`src/rtl/array_summer_pkg.sv`:
```
package array_summer_pkg;
  typedef enum logic [2:0] {
    ST_IDLE  = 3'd0,
    ST_CLEAR = 3'd1,
    ST_TEST  = 3'd2,
    ST_READ  = 3'd3,
    ST_GRAB  = 3'd4,
    ST_ADD   = 3'd5,
    ST_STEP  = 3'd6,
    ST_FIN   = 3'd7
  } sum_state_e;
endpackage

```
`src/rtl/asum_adder.sv`:
```
module asum_adder #(
  parameter int W = 32
) (
  input  logic [W-1:0] a_i,
  input  logic [W-1:0] b_i,
  output logic [W-1:0] y_o
);
  assign y_o = a_i + b_i;
endmodule

```
`src/rtl/asum_ctrl.sv`:
```
module asum_ctrl
  import array_summer_pkg::*;
(
  input  logic clk,
  input  logic rst_n,
  input  logic start_i,
  input  logic below_i,
  output logic clr_sel_o,
  output logic tot_en_o,
  output logic cnt_en_o,
  output logic elem_en_o,
  output logic step_sel_o,
  output logic rd_o,
  output logic done_o
);
  sum_state_e state_q, state_d;

  always_comb begin
    state_d    = state_q;
    clr_sel_o  = 1'b0;
    tot_en_o   = 1'b0;
    cnt_en_o   = 1'b0;
    elem_en_o  = 1'b0;
    step_sel_o = 1'b0;
    rd_o       = 1'b0;
    done_o     = 1'b0;
    unique case (state_q)
      ST_IDLE:  if (start_i) state_d = ST_CLEAR;
      ST_CLEAR: begin
        clr_sel_o = 1'b1;
        tot_en_o  = 1'b1;
        cnt_en_o  = 1'b1;
        elem_en_o = 1'b1;
        state_d   = ST_TEST;
      end
      ST_TEST:  state_d = below_i ? ST_READ : ST_FIN;
      ST_READ: begin
        rd_o    = 1'b1;
        state_d = ST_GRAB;
      end
      ST_GRAB: begin
        elem_en_o = 1'b1;
        state_d   = ST_ADD;
      end
      ST_ADD: begin
        tot_en_o = 1'b1;
        state_d  = ST_STEP;
      end
      ST_STEP: begin
        cnt_en_o   = 1'b1;
        step_sel_o = 1'b1;
        state_d    = ST_TEST;
      end
      ST_FIN: begin
        done_o = 1'b1;
        if (start_i) state_d = ST_CLEAR;
      end
      default:  state_d = ST_IDLE;
    endcase
  end

  always_ff @(posedge clk or negedge rst_n) begin
    if (!rst_n) state_q <= ST_IDLE;
    else        state_q <= state_d;
  end

  // no restart while a run is in flight
  a_r8_busy_start_ignored: assert property (@(posedge clk) disable iff (!rst_n)
    (state_q != ST_IDLE && state_q != ST_FIN) |=> state_q != ST_CLEAR);

  // completion is entered only from a failing compare
  a_r6_done_from_test: assert property (@(posedge clk) disable iff (!rst_n)
    $rose(done_o) |-> $past(state_q) == ST_TEST);

  // completion persists while start is low
  a_r7_done_holds: assert property (@(posedge clk) disable iff (!rst_n)
    (done_o && !start_i) |=> done_o);
endmodule

```
`src/rtl/asum_datapath.sv`:
```
module asum_datapath #(
  parameter int DATA_W       = 32,
  parameter int COUNT        = 128,
  parameter bit SHARED_ADDER = 1'b0,
  parameter int CNT_W        = $clog2(COUNT + 1)
) (
  input  logic              clk,
  input  logic              rst_n,
  input  logic              clr_sel_i,
  input  logic              tot_en_i,
  input  logic              cnt_en_i,
  input  logic              elem_en_i,
  input  logic              step_sel_i,
  input  logic [DATA_W-1:0] rdata_i,
  output logic              below_o,
  output logic [CNT_W-1:0]  cnt_o,
  output logic [DATA_W-1:0] tot_o
);
  localparam logic [CNT_W-1:0] BOUND = CNT_W'(COUNT);

  logic [DATA_W-1:0] tot_q, elem_q, tot_next, tot_d, elem_d;
  logic [CNT_W-1:0]  cnt_q, cnt_next, cnt_d;

  generate
    if (SHARED_ADDER) begin : g_shared
      logic [DATA_W-1:0] op_a, op_b, op_y;
      assign op_a = step_sel_i ? {{(DATA_W-CNT_W){1'b0}}, cnt_q} : tot_q;
      assign op_b = step_sel_i ? DATA_W'(1) : elem_q;
      asum_adder #(.W(DATA_W)) u_add (.a_i(op_a), .b_i(op_b), .y_o(op_y));
      assign tot_next = op_y;
      assign cnt_next = op_y[CNT_W-1:0];
    end else begin : g_split
      logic unused_step_sel;
      assign unused_step_sel = step_sel_i;
      asum_adder #(.W(DATA_W)) u_add_tot (.a_i(tot_q), .b_i(elem_q), .y_o(tot_next));
      asum_adder #(.W(CNT_W))  u_add_cnt (.a_i(cnt_q), .b_i(CNT_W'(1)), .y_o(cnt_next));
    end
  endgenerate

  assign tot_d  = clr_sel_i ? '0 : tot_next;
  assign cnt_d  = clr_sel_i ? '0 : cnt_next;
  assign elem_d = clr_sel_i ? '0 : rdata_i;

  always_ff @(posedge clk or negedge rst_n) begin
    if (!rst_n) begin
      tot_q  <= '0;
      cnt_q  <= '0;
      elem_q <= '0;
    end else begin
      if (tot_en_i)  tot_q  <= tot_d;
      if (cnt_en_i)  cnt_q  <= cnt_d;
      if (elem_en_i) elem_q <= elem_d;
    end
  end

  assign below_o = cnt_q < BOUND;
  assign cnt_o   = cnt_q;
  assign tot_o   = tot_q;

  // the counter never passes the array length
  a_r3_count_bounded: assert property (@(posedge clk) disable iff (!rst_n)
    cnt_q <= BOUND);
endmodule

```
`src/rtl/array_summer.sv`:
```
module array_summer #(
  parameter int DATA_W       = 32,
  parameter int COUNT        = 128,
  parameter bit SHARED_ADDER = 1'b0,
  parameter int ADDR_W       = $clog2(COUNT)
) (
  input  logic              clk,
  input  logic              rst_n,
  input  logic              start_i,
  output logic [ADDR_W-1:0] mem_addr_o,
  output logic              mem_rd_o,
  input  logic [DATA_W-1:0] mem_rdata_i,
  output logic [DATA_W-1:0] sum_o,
  output logic              done_o
);
  localparam int CNT_W = $clog2(COUNT + 1);

  logic below, clr_sel, tot_en, cnt_en, elem_en, step_sel;
  logic [CNT_W-1:0] cnt;

  asum_ctrl u_ctrl (
    .clk(clk), .rst_n(rst_n), .start_i(start_i), .below_i(below),
    .clr_sel_o(clr_sel), .tot_en_o(tot_en), .cnt_en_o(cnt_en),
    .elem_en_o(elem_en), .step_sel_o(step_sel), .rd_o(mem_rd_o),
    .done_o(done_o)
  );

  asum_datapath #(
    .DATA_W(DATA_W), .COUNT(COUNT), .SHARED_ADDER(SHARED_ADDER), .CNT_W(CNT_W)
  ) u_dp (
    .clk(clk), .rst_n(rst_n), .clr_sel_i(clr_sel), .tot_en_i(tot_en),
    .cnt_en_i(cnt_en), .elem_en_i(elem_en), .step_sel_i(step_sel),
    .rdata_i(mem_rdata_i), .below_o(below), .cnt_o(cnt), .tot_o(sum_o)
  );

  assign mem_addr_o = cnt[ADDR_W-1:0];

  // each read strobe lasts a single cycle
  a_r3_single_strobe: assert property (@(posedge clk) disable iff (!rst_n)
    mem_rd_o |=> !mem_rd_o);

  // the final total does not move while complete and idle
  a_r7_sum_stable: assert property (@(posedge clk) disable iff (!rst_n)
    (done_o && !start_i) |=> $stable(sum_o));
endmodule

```
`config.mk`:
```
export PLATFORM = sky130hd
export DESIGN_NAME = array_summer
export DESIGN_NICKNAME = d
export VERILOG_FILES = /design/src/rtl/array_summer_pkg.sv /design/src/rtl/asum_adder.sv /design/src/rtl/asum_ctrl.sv /design/src/rtl/asum_datapath.sv /design/src/rtl/array_summer.sv
export SDC_FILE = /design/constraint.sdc
export NUM_CORES = 1
export LEC_CHECK = 0
export ABC_AREA = 1
export BUFFER_PORTS_ARGS = -buffer_cell sky130_fd_sc_hd__buf_2
export CAP_MARGIN = 40
export CORE_ASPECT_RATIO = 0.6
export CORE_MARGIN = 8
export CORE_UTILIZATION = 51
export DETAILED_ROUTE_END_ITERATION = 10
export PLACE_DENSITY_LB_ADDON = 0.3
export SLEW_MARGIN = 10
export SYNTH_ARGS = -nofsm -noshare
export SYNTH_HDL_FRONTEND = slang
export SYNTH_SLANG_ARGS = --single-unit
```
`constraint.sdc`:
```
create_clock -name clk -period 2.1 [get_ports clk]
set_input_delay 0.21 -clock clk [delete_from_list [all_inputs] [get_ports clk]]
set_output_delay 0.21 -clock clk [all_outputs]
set_load 0.02 [all_outputs]
```
# ---- Yosys cells after proc, flatten, opt, wreduce, memory -nomap -nowiden
# Cells that the tools add are included.
# W data, S select, Z words.
dict set report word_totals {
  reg_bits 75
  input_bits 35
  output_inout_bits 41
  elab_cells 32
}
dict set report classes {
  add_sub_neg 2
  n_lt_le_gt_ge 1
  eq_ne 8
  mux 12
  reduce_logical 5
}
# cell n
set op_table {}
lappend op_table {{$mux W32} 2}
lappend op_table {{$add A32 B32 Y32} 1}
lappend op_table {{$pmux W3 S6} 1}
lappend op_table {{$eq A3 B3 Y1 const B} 4}
lappend op_table {{$add A8 B1 Y8 const B} 1}
lappend op_table {{$lt A8 B8 Y1 const B} 1}
lappend op_table {{$mux W8} 1}
lappend op_table {{$reduce_or A2 Y1} 4}
lappend op_table {{$eq A3 B2 Y1 const B} 2}
lappend op_table {{$mux W1} 6}
lappend op_table {{$mux W3} 2}
lappend op_table {{$eq A3 B1 Y1 const B} 1}
lappend op_table {{$logic_not A3 Y1} 1}
lappend op_table {{$ne A2 B1 Y1 const B} 1}

# ---- Depth between registers and ports, before layout
# Gate-level depths: netlist of the first run.
dict set report logic_depth {
  ltp_word 3
  ltp_mapped 12
  mapped_depth_nobuf 12
}

# ---- Hierarchy
# From an unflattened synthesis of the first run, not the netlist that was laid out.
dict set report unflattened {
  cells_unflattened 904
  area_unflattened_um2 6093.3
}
# module n_inst cells_each area_each_um2 seq_area_each_um2
set by_module_without_submodules {}
lappend by_module_without_submodules {asum_datapath 1 317 3118.0 1801.7}
lappend by_module_without_submodules {{asum_adder at u_dp.g_split.u_add_tot} 1 494 2384.8 0.0}
lappend by_module_without_submodules {{asum_adder at u_dp.g_split.u_add_cnt} 1 60 361.6 0.0}
lappend by_module_without_submodules {asum_ctrl 1 33 229.0 75.1}

# ---- Worst setup path before layout of the first run
# Ideal clock, no wire load.
dict set report synth_path {
  path_kind {flip-flop to flip-flop}
  from {register u_dp.tot_q[0] (netlist: u_dp.tot_o[0])}
  to {register u_dp.tot_q[4] (netlist: u_dp.tot_o[4])}
  setup_time_ns 0.122
  arrival_ns 1.849
  required_time_ns 1.978
  setup_slack_ns 0.130
  stages_incl_launch_ff 7
  n_path_buf 0
  synth_period_minus_slack_ns 1.970
  path_cell_list {dfrtp_1 -> ha_1 -> fa_1 -> nand3_1 -> nand3_1 -> or2_2 -> a32o_1}
}
dict set report synth_between {
  elab_chain_len 2
}
# item line_no
set synth_rtl {}
lappend synth_rtl {{start, declared} asum_datapath.sv:21} ;# logic [DATA_W-1:0] tot_q, elem_q, tot_next, tot_d, elem_d;
lappend synth_rtl {{start signal, assigned} asum_datapath.sv:50} ;# if (tot_en_i) tot_q <= tot_d;
lappend synth_rtl {{$add A32 B32 Y32} asum_adder.sv:8} ;# assign y_o = a_i + b_i;
lappend synth_rtl {{$mux W32} asum_datapath.sv:40} ;# assign tot_d = clr_sel_i ? '0 : tot_next;
# No other way between the ends.
# A chain may end at the register's enable or synchronous reset.

# ---- Worst setup path in the final report of the first run
dict set report layout_path {
  from {register u_dp.tot_q[0] (netlist: u_dp.tot_o[0])}
  to {register u_dp.tot_q[20] (netlist: u_dp.tot_o[20])}
}
# The elaborated chain is that of the path after synthesis.

==> reports/results.tsv, run 1 <==
metric	value	unit
outcome	finished clean	
floorplan.die.width	149.7	um
sequential_element_share_of_the_synthesized_area	34.33	%
clock_sinks	75	
crit_cells	8	
fmaxAchievable	0.5051	GHz
critPathTopFamily	simple AND/OR/NAND/NOR gates	
critical_path.max_fanout	5	
worst_setup_path_start_kind	flop	
r2r_start	u_dp.tot_o[0]$_DFFE_PN0P_	
global_route.usage.total	22.49	%
synth.net_count	900	
critical-path-slowest-cell	dfrtp_1	
grt-ovfl-total	0	
setup.worst_path.class	reg -> reg	
hold_viol	0	
io_buffer_count	75	
power	8.096	mW
largest_area_contributor_in_the_synthesized_netlist	dfrtp_1	
cts_made_buffers	9	
max_slew_margin	57.70	%
power-per-cell-area	1283	nW/um^2
wl	15150	um
hold_class	in -> reg	
timing.reg2reg.worst_path_depth	8	
num_io_pins	76	
cts_tree	built	
crit_path_cell_trace	ha_1, fa_2, nand3_1, nand3_2, nand4_1, nand3_1, nor2_1, o21ai_1	
path_buf_inv	0	
post_drt_via_cell_ratio	5.132	
maxCapViolCount	0	
power_leakage	3.821	nW
most_frequent_cells_after_synthesis	277 x nand2_1, 150 x inv_1, 75 x dfrtp_1	
share_of_the_cycle_needed_by_the_critical_path_after_routing	94.28	%
cts_root_buffer	clkbuf_16	
max-clock-path-buffers	2	
syn2layout_area_growth	15.43	%
fraction_of_layout_instances_using_a_drive_strength_above_1	15.82	%
critPathMaxStageDelay	0.40	ns
critical_path.reg2reg.endpoint	u_dp.tot_o[20]$_DFFE_PN0P_	
fp.coreArea	10490	sq um
starting_density_of_the_core	52.13	%
final_period_minus_worst_setup_slack	1.980	ns
synth_area	5466	sq um
cts.htree.levels	3	
ys_ff_latch	75	
critPathCapture	u_dp.tot_o[20]$_DFFE_PN0P_	
drt-wirelength-per-cell	14.45	um
synth_top_area_share	34.33	%
worst_setup_path_end_kind	flop	
vias_in_the_first_global_route	5115	
antenna_left	0	
design.die.area	14400	sq um
antenna_violations_before_repair	0	
cp_common_cell	nand3_1	
vias	5383	
chipHeight	96.20	um
max-vdd-ir-drop	0.0007512	V
finish.net_count	973	
netlist_top_cells_area	dfrtp_1 34%, nand2_1 19%, inv_1 10%, ha_1 7.3%, nand3_1 6.7%	
max_slew.worst_pin.slew	0.6336	ns
yosys_warnings	0	
detailedRoute.firstPassIterationCount	7	
critPathLaunch	u_dp.tot_o[0]$_DFFE_PN0P_	
reg2reg_setup_slack	0.12	ns
arrival_worst_endpoint	2.21	ns
maxSlewViolCount	0	
synth_cell_type_count	37	
synthesis.instances	832	
ys_async_sr_fraction	100.0	%
antenna-diode-count	0	
clkSlewWorstSetupHoldPaths	0.06	ns
worst_clock_skew	0.005471	ns
synth_enable_flop_cells	0	
std_cell_rows	29	
post-cts-setup-buffers	0	
global_route_wire_length_before_repair	25650	um
timing.critical_path.required	2.33	ns
worstSkewPairLatency	0.34	ns
drcViolationCount	0	
initialDrtViolationCount	465	
detailed_place_hpwl	11850	um
yosys.cell_count.top_type	nand2_1	
commonest_register_cell_after_synthesis	dfrtp_1	
globalplace.congestion	0.9756	
final.hold.worst_slack	0.1057	ns
synthesis.area_per_instance	6.570	sq um
maximum_number_of_pins_on_one_net_before_global_route_repair	45	
report.final.setup_viol	0	
[how the worst min path moves through the flow]
stage / startpoint / to / cells past startpoint / slack, ns
floorplan: rst_n / u_ctrl.state_q[0]$_DFFE_PN0P_ / 0 / -0.09
global placement: rst_n / u_dp.elem_q[9]$_DFFE_PN0P_ / 1 / 0.19
detailed placement: rst_n / u_dp.elem_q[8]$_DFFE_PN0P_ / 1 / 0.20
CTS: mem_rdata_i[13] / u_dp.elem_q[13]$_DFFE_PN0P_ / 3 / 0.10
global route: mem_rdata_i[15] / u_dp.elem_q[15]$_DFFE_PN0P_ / 3 / 0.12
finish: mem_rdata_i[13] / u_dp.elem_q[13]$_DFFE_PN0P_ / 3 / 0.11
[state kept, by name, indices dropped and copies added, names as in the netlist]
register        cells
u_ctrl.state_q      3
u_dp.elem_q        32
u_dp.cnt_o          8
u_dp.tot_o         32
[power breakdown]
group / internal [mW] / leakage [nW] / switching, mW
Combinational: 1.35 / 2.67 / 2.70
Sequential: 1.97 / 1.01 / 0.504
Clock: 0.931 / 0.140 / 0.644
[area by class of cell]
| type | count | area, sq um |
|---|---|---|
| flip-flops and latches | 75 | 1877 |
| fillers | 990 | 4177 |
| multi-input cells | 576 | 2902 |
| clock buffers | 10 | 229.0 |
| repair buffers | 84 | 460.4 |
| well taps | 139 | 173.9 |
| inverters | 159 | 596.8 |
| clock inverters | 6 | 71.32 |
[cell families (layout without fill, tap and decap cells)]
logic type / count (synthesis) / count (layout) / synth area share, %
xor gates and xnor gates: 3 / 3 / 0.4807
DFF: 75 / 75 / 34.33
adders and majority gates: 33 / 33 / 7.690
AOI/OAI and AO/OA: 100 / 100 / 10.00
buffers and inverters: 181 / 259 / 13.25
and+or+nand+nor: 440 / 440 / 34.24
[worst register-to-register path, stage by stage, from the launching register on]
cell and delay [ns]:
dfrtp_1 0.40, ha_1 0.26, fa_2 0.37, nand3_1 0.13
nand3_2 0.16, nand4_1 0.14, nand3_1 0.19, nor2_1 0.14
o21ai_1 0.08
[per-layer routing]
metal	vias up	part of all wire, %	track usage, %
met5	-	0	0
met4	0	1.1	4.715
met3	17	10	6.197
met2	210	37	30.41
met1	2414	52	34.40
li1	2742	-	-
[through the flow]
stage	TNS [ns]	cell area, sq um	std cells	utilization (%)	worst slack (ns)
finish	0	6310	1049	60.17	0.1202
global route	-0.01515	6310	1049	60.17	-0.007792
CTS	0	6279	1049	59.87	0.05449
detailed placement	0	5968	1032	56.91	0.1030
global placement	0	5968	1032	56.91	0.1199
floorplan	0	5466	832	-	0.1297
[timing repair]
item	in CTS	in global routing
resized for setup	0	6
setup endpoints to repair	0	14
hold buffers	1	0
hold endpoints to repair	33	0
[layout by cell type, fill, tap and decap left out, types with 3 or more instances in the layout]
master	n
buf_2	74
o21bai_1	3
nand2_1	277
dfrtp_1	75
buf_4	8
nand4_1	5
nand3_2	6
nor2_1	48
o21ai_0	49
nor3_1	4
ha_1	30
o21ai_1	5
a22o_1	3
a31oi_1	3
nor3_2	3
nand3_1	70
a21oi_1	28
nand2_2	15
clkbuf_16	9
inv_2	9
nor2_2	6
inv_1	150
No activity file was read; power rests on OpenSTA's default activity.
==> run 2: changes to the inputs <==
==> constraint.sdc (replaced) <==
create_clock -name clk -period 2.1 [get_ports clk]
set_input_delay 0.21 -clock clk [delete_from_list [all_inputs] [get_ports clk]]
set_output_delay 0.21 -clock clk [all_outputs]
set_load 0.1 [all_outputs]
==> reports/results.tsv, run 2 (same netlist as run 1, synthesis figures left out) <==
metric	value	unit	change
hold_class	in -> reg		unchanged
globalplace.congestion	0.9778		was 0.9756
starting_density_of_the_core	52.13	%	unchanged
fraction_of_layout_instances_using_a_drive_strength_above_1	19.78	%	was 15.82%
worst_setup_path_start_kind	flop		unchanged
floorplan.die.width	149.7	um	unchanged
drcViolationCount	0		unchanged
clock_sinks	75		unchanged
mostFrequentLayoutCells	276 x nand2_1, 150 x inv_1, 74 x buf_2		was 277 x nand2_1, 150 x inv_1, 75 x dfrtp_1
vias	5346		was 5383
std_cell_rows	29		unchanged
antenna_left	0		unchanged
worst_clock_skew	0.01278	ns	was 0.005471 ns
arrival_worst_endpoint	2.29	ns	was 2.21 ns
critical_path.max_fanout	4		was 5
grt-ovfl-total	0		unchanged
share_of_the_cycle_needed_by_the_critical_path_after_routing	95.97	%	was 94.28%
post_drt_via_cell_ratio	5.072		was 5.132
timing.hold.worst.start	mem_rdata_i[30]		was mem_rdata_i[13]
final.hold.worst_slack	0.1074	ns	was 0.1057 ns
setup.worst_path.class	reg -> reg		unchanged
cts_root_buffer	clkbuf_16		unchanged
timing.critical_path.required	2.38	ns	was 2.33 ns
worstHoldPathCells	3		unchanged
maxCapViolCount	0		unchanged
critPathLaunch	u_dp.tot_o[0]$_DFFE_PN0P_		unchanged
vias_in_the_first_global_route	4858		was 5115
max-clock-path-buffers	2		unchanged
cts_tree	built		unchanged
placement.cell_area	6041	sq um	was 5968 sq um
power-per-cell-area	1588	nW/um^2	was 1283 nW/um^2
worst_setup_path_end_kind	flop		unchanged
max_slew_margin	61.03	%	was 57.70%
layout_commonest_cell	nand2_1		unchanged
num_io_pins	76		unchanged
drt-wirelength-per-cell	14.54	um	was 14.45 um
final_period_minus_worst_setup_slack	2.015	ns	was 1.980 ns
chipHeight	96.20	um	unchanged
io_buffer_count	75		unchanged
global_route_wire_length_before_repair	25130	um	was 25650 um
wl	15320	um	was 15150 um
report.final.setup_viol	0		unchanged
finish.net_count	978		was 973
power_leakage	3.806	nW	was 3.821 nW
cts.htree.levels	3		unchanged
final.setup.worst_slack	0.08461	ns	was 0.1202 ns
fill_cells	1041		was 990
antenna_violations_before_repair	0		unchanged
maximum_number_of_pins_on_one_net_before_global_route_repair	65		was 45
max-vdd-ir-drop	0.001072	V	was 0.0007512 V
place_ws	0.08221	ns	was 0.1030 ns
unrepaired_setup_endpoints_after_global_routing	false		
power	10.16	mW	was 8.096 mW
fp.coreArea	10490	sq um	unchanged
fmaxAchievable	0.4962	GHz	was 0.5051 GHz
final_cell_area	6395	sq um	was 6310 sq um
finish.utilization	60.98	%	was 60.17%
design.die.area	14400	sq um	unchanged
detailedRoute.firstPassIterationCount	5		was 7
global_route.usage.total	22.23	%	was 22.49%
r2r_start	u_dp.tot_o[0]$_DFFE_PN0P_		unchanged
antenna-diode-count	0		unchanged
detailed_place_hpwl	12180	um	was 11850 um
timing.reg2reg.worst_path_depth	10		was 8
worstSkewPairLatency	0.35	ns	was 0.34 ns
clkSlewWorstSetupHoldPaths	0.07	ns	was 0.06 ns
max_slew.worst_pin.slew	0.5845	ns	was 0.6336 ns
syn2layout_area_growth	16.98	%	was 15.43%
outcome	finished clean		unchanged
cts_made_buffers	9		unchanged
maxSlewViolCount	0		unchanged
initialDrtViolationCount	460		was 465
hold_viol	0		unchanged
run 2: changes by cell type in the layout (fill, tap and decap cells not counted), sizes merged:
cell	delta
inv	+2
clkinvlp	-1
clkbuf	-1
buf	+5
run 2: worst paths after layout:
path	endpoint	slack [ns]
max in group asynchronous	u_dp.tot_o[27]$_DFFE_PN0P_	1.15
max	u_dp.tot_o[14]$_DFFE_PN0P_	0.08
min	u_dp.elem_q[30]$_DFFE_PN0P_	0.11
min reg2reg	u_dp.tot_o[9]$_DFFE_PN0P_	0.50
min in group asynchronous	u_dp.cnt_o[6]$_DFFE_PN0P_	0.33
max reg2reg	u_dp.tot_o[14]$_DFFE_PN0P_	0.08
run 2: critical path, cell delays in order, from the launching register on:
cell	delay, ns
dfrtp_4	0.48
ha_2	0.21
fa_1	0.39
buf_4	0.16
nand2_1	0.08
nand3_2	0.10
nand2_2	0.09
nand2_2	0.11
a21oi_1	0.15
o21ai_0	0.11
nand2_1	0.07
run 2: final cells by class:
type	instances	area (sq um)	area share, %
multi-input cells	576	2903	45.39
flip-flops and latches	75	1914	29.94
clock inverters	7	83.83	1.311
inverters	159	596.8	9.333
repair buffers	89	498.0	7.787
clock buffers	9	225.2	3.522
well taps	139	173.9	2.720
run 2: repair_timing:
| action | 4_1_cts | 5_1_grt |
|---|---|---|
| buffers inserted | 0 | 1 |
| endpoints found under the hold margin | 26 | 0 |
| endpoints found under the setup margin | 0 | 10 |
| hold buffers | 1 | 0 |
| resized for setup | 0 | 8 |
run 2: power by group:
| group | switching, mW | internal (mW) |
|---|---|---|
| Sequential | 0.477 | 2.02 |
| Clock | 0.669 | 0.943 |
| Combinational | 4.68 | 1.37 |
| Total | 5.82 | 4.33 |
run 2: per-layer routing:
metal  vias up  track usage (%)  share of wire [%]
met4         0            4.632               0.84
met2       211            28.25                 35
met3        10            6.291                 11
met1      2372            35.28                 53
met5         -                0                  0
li1       2753                -                  -
run 2: per-stage QoR:
stage	std cells	setup TNS (ns)
after floorplan	832	-0.01729
after global placement	1036	0
after detailed placement	1036	0
after CTS	1053	0
after global routing	1054	0
final	1054	0
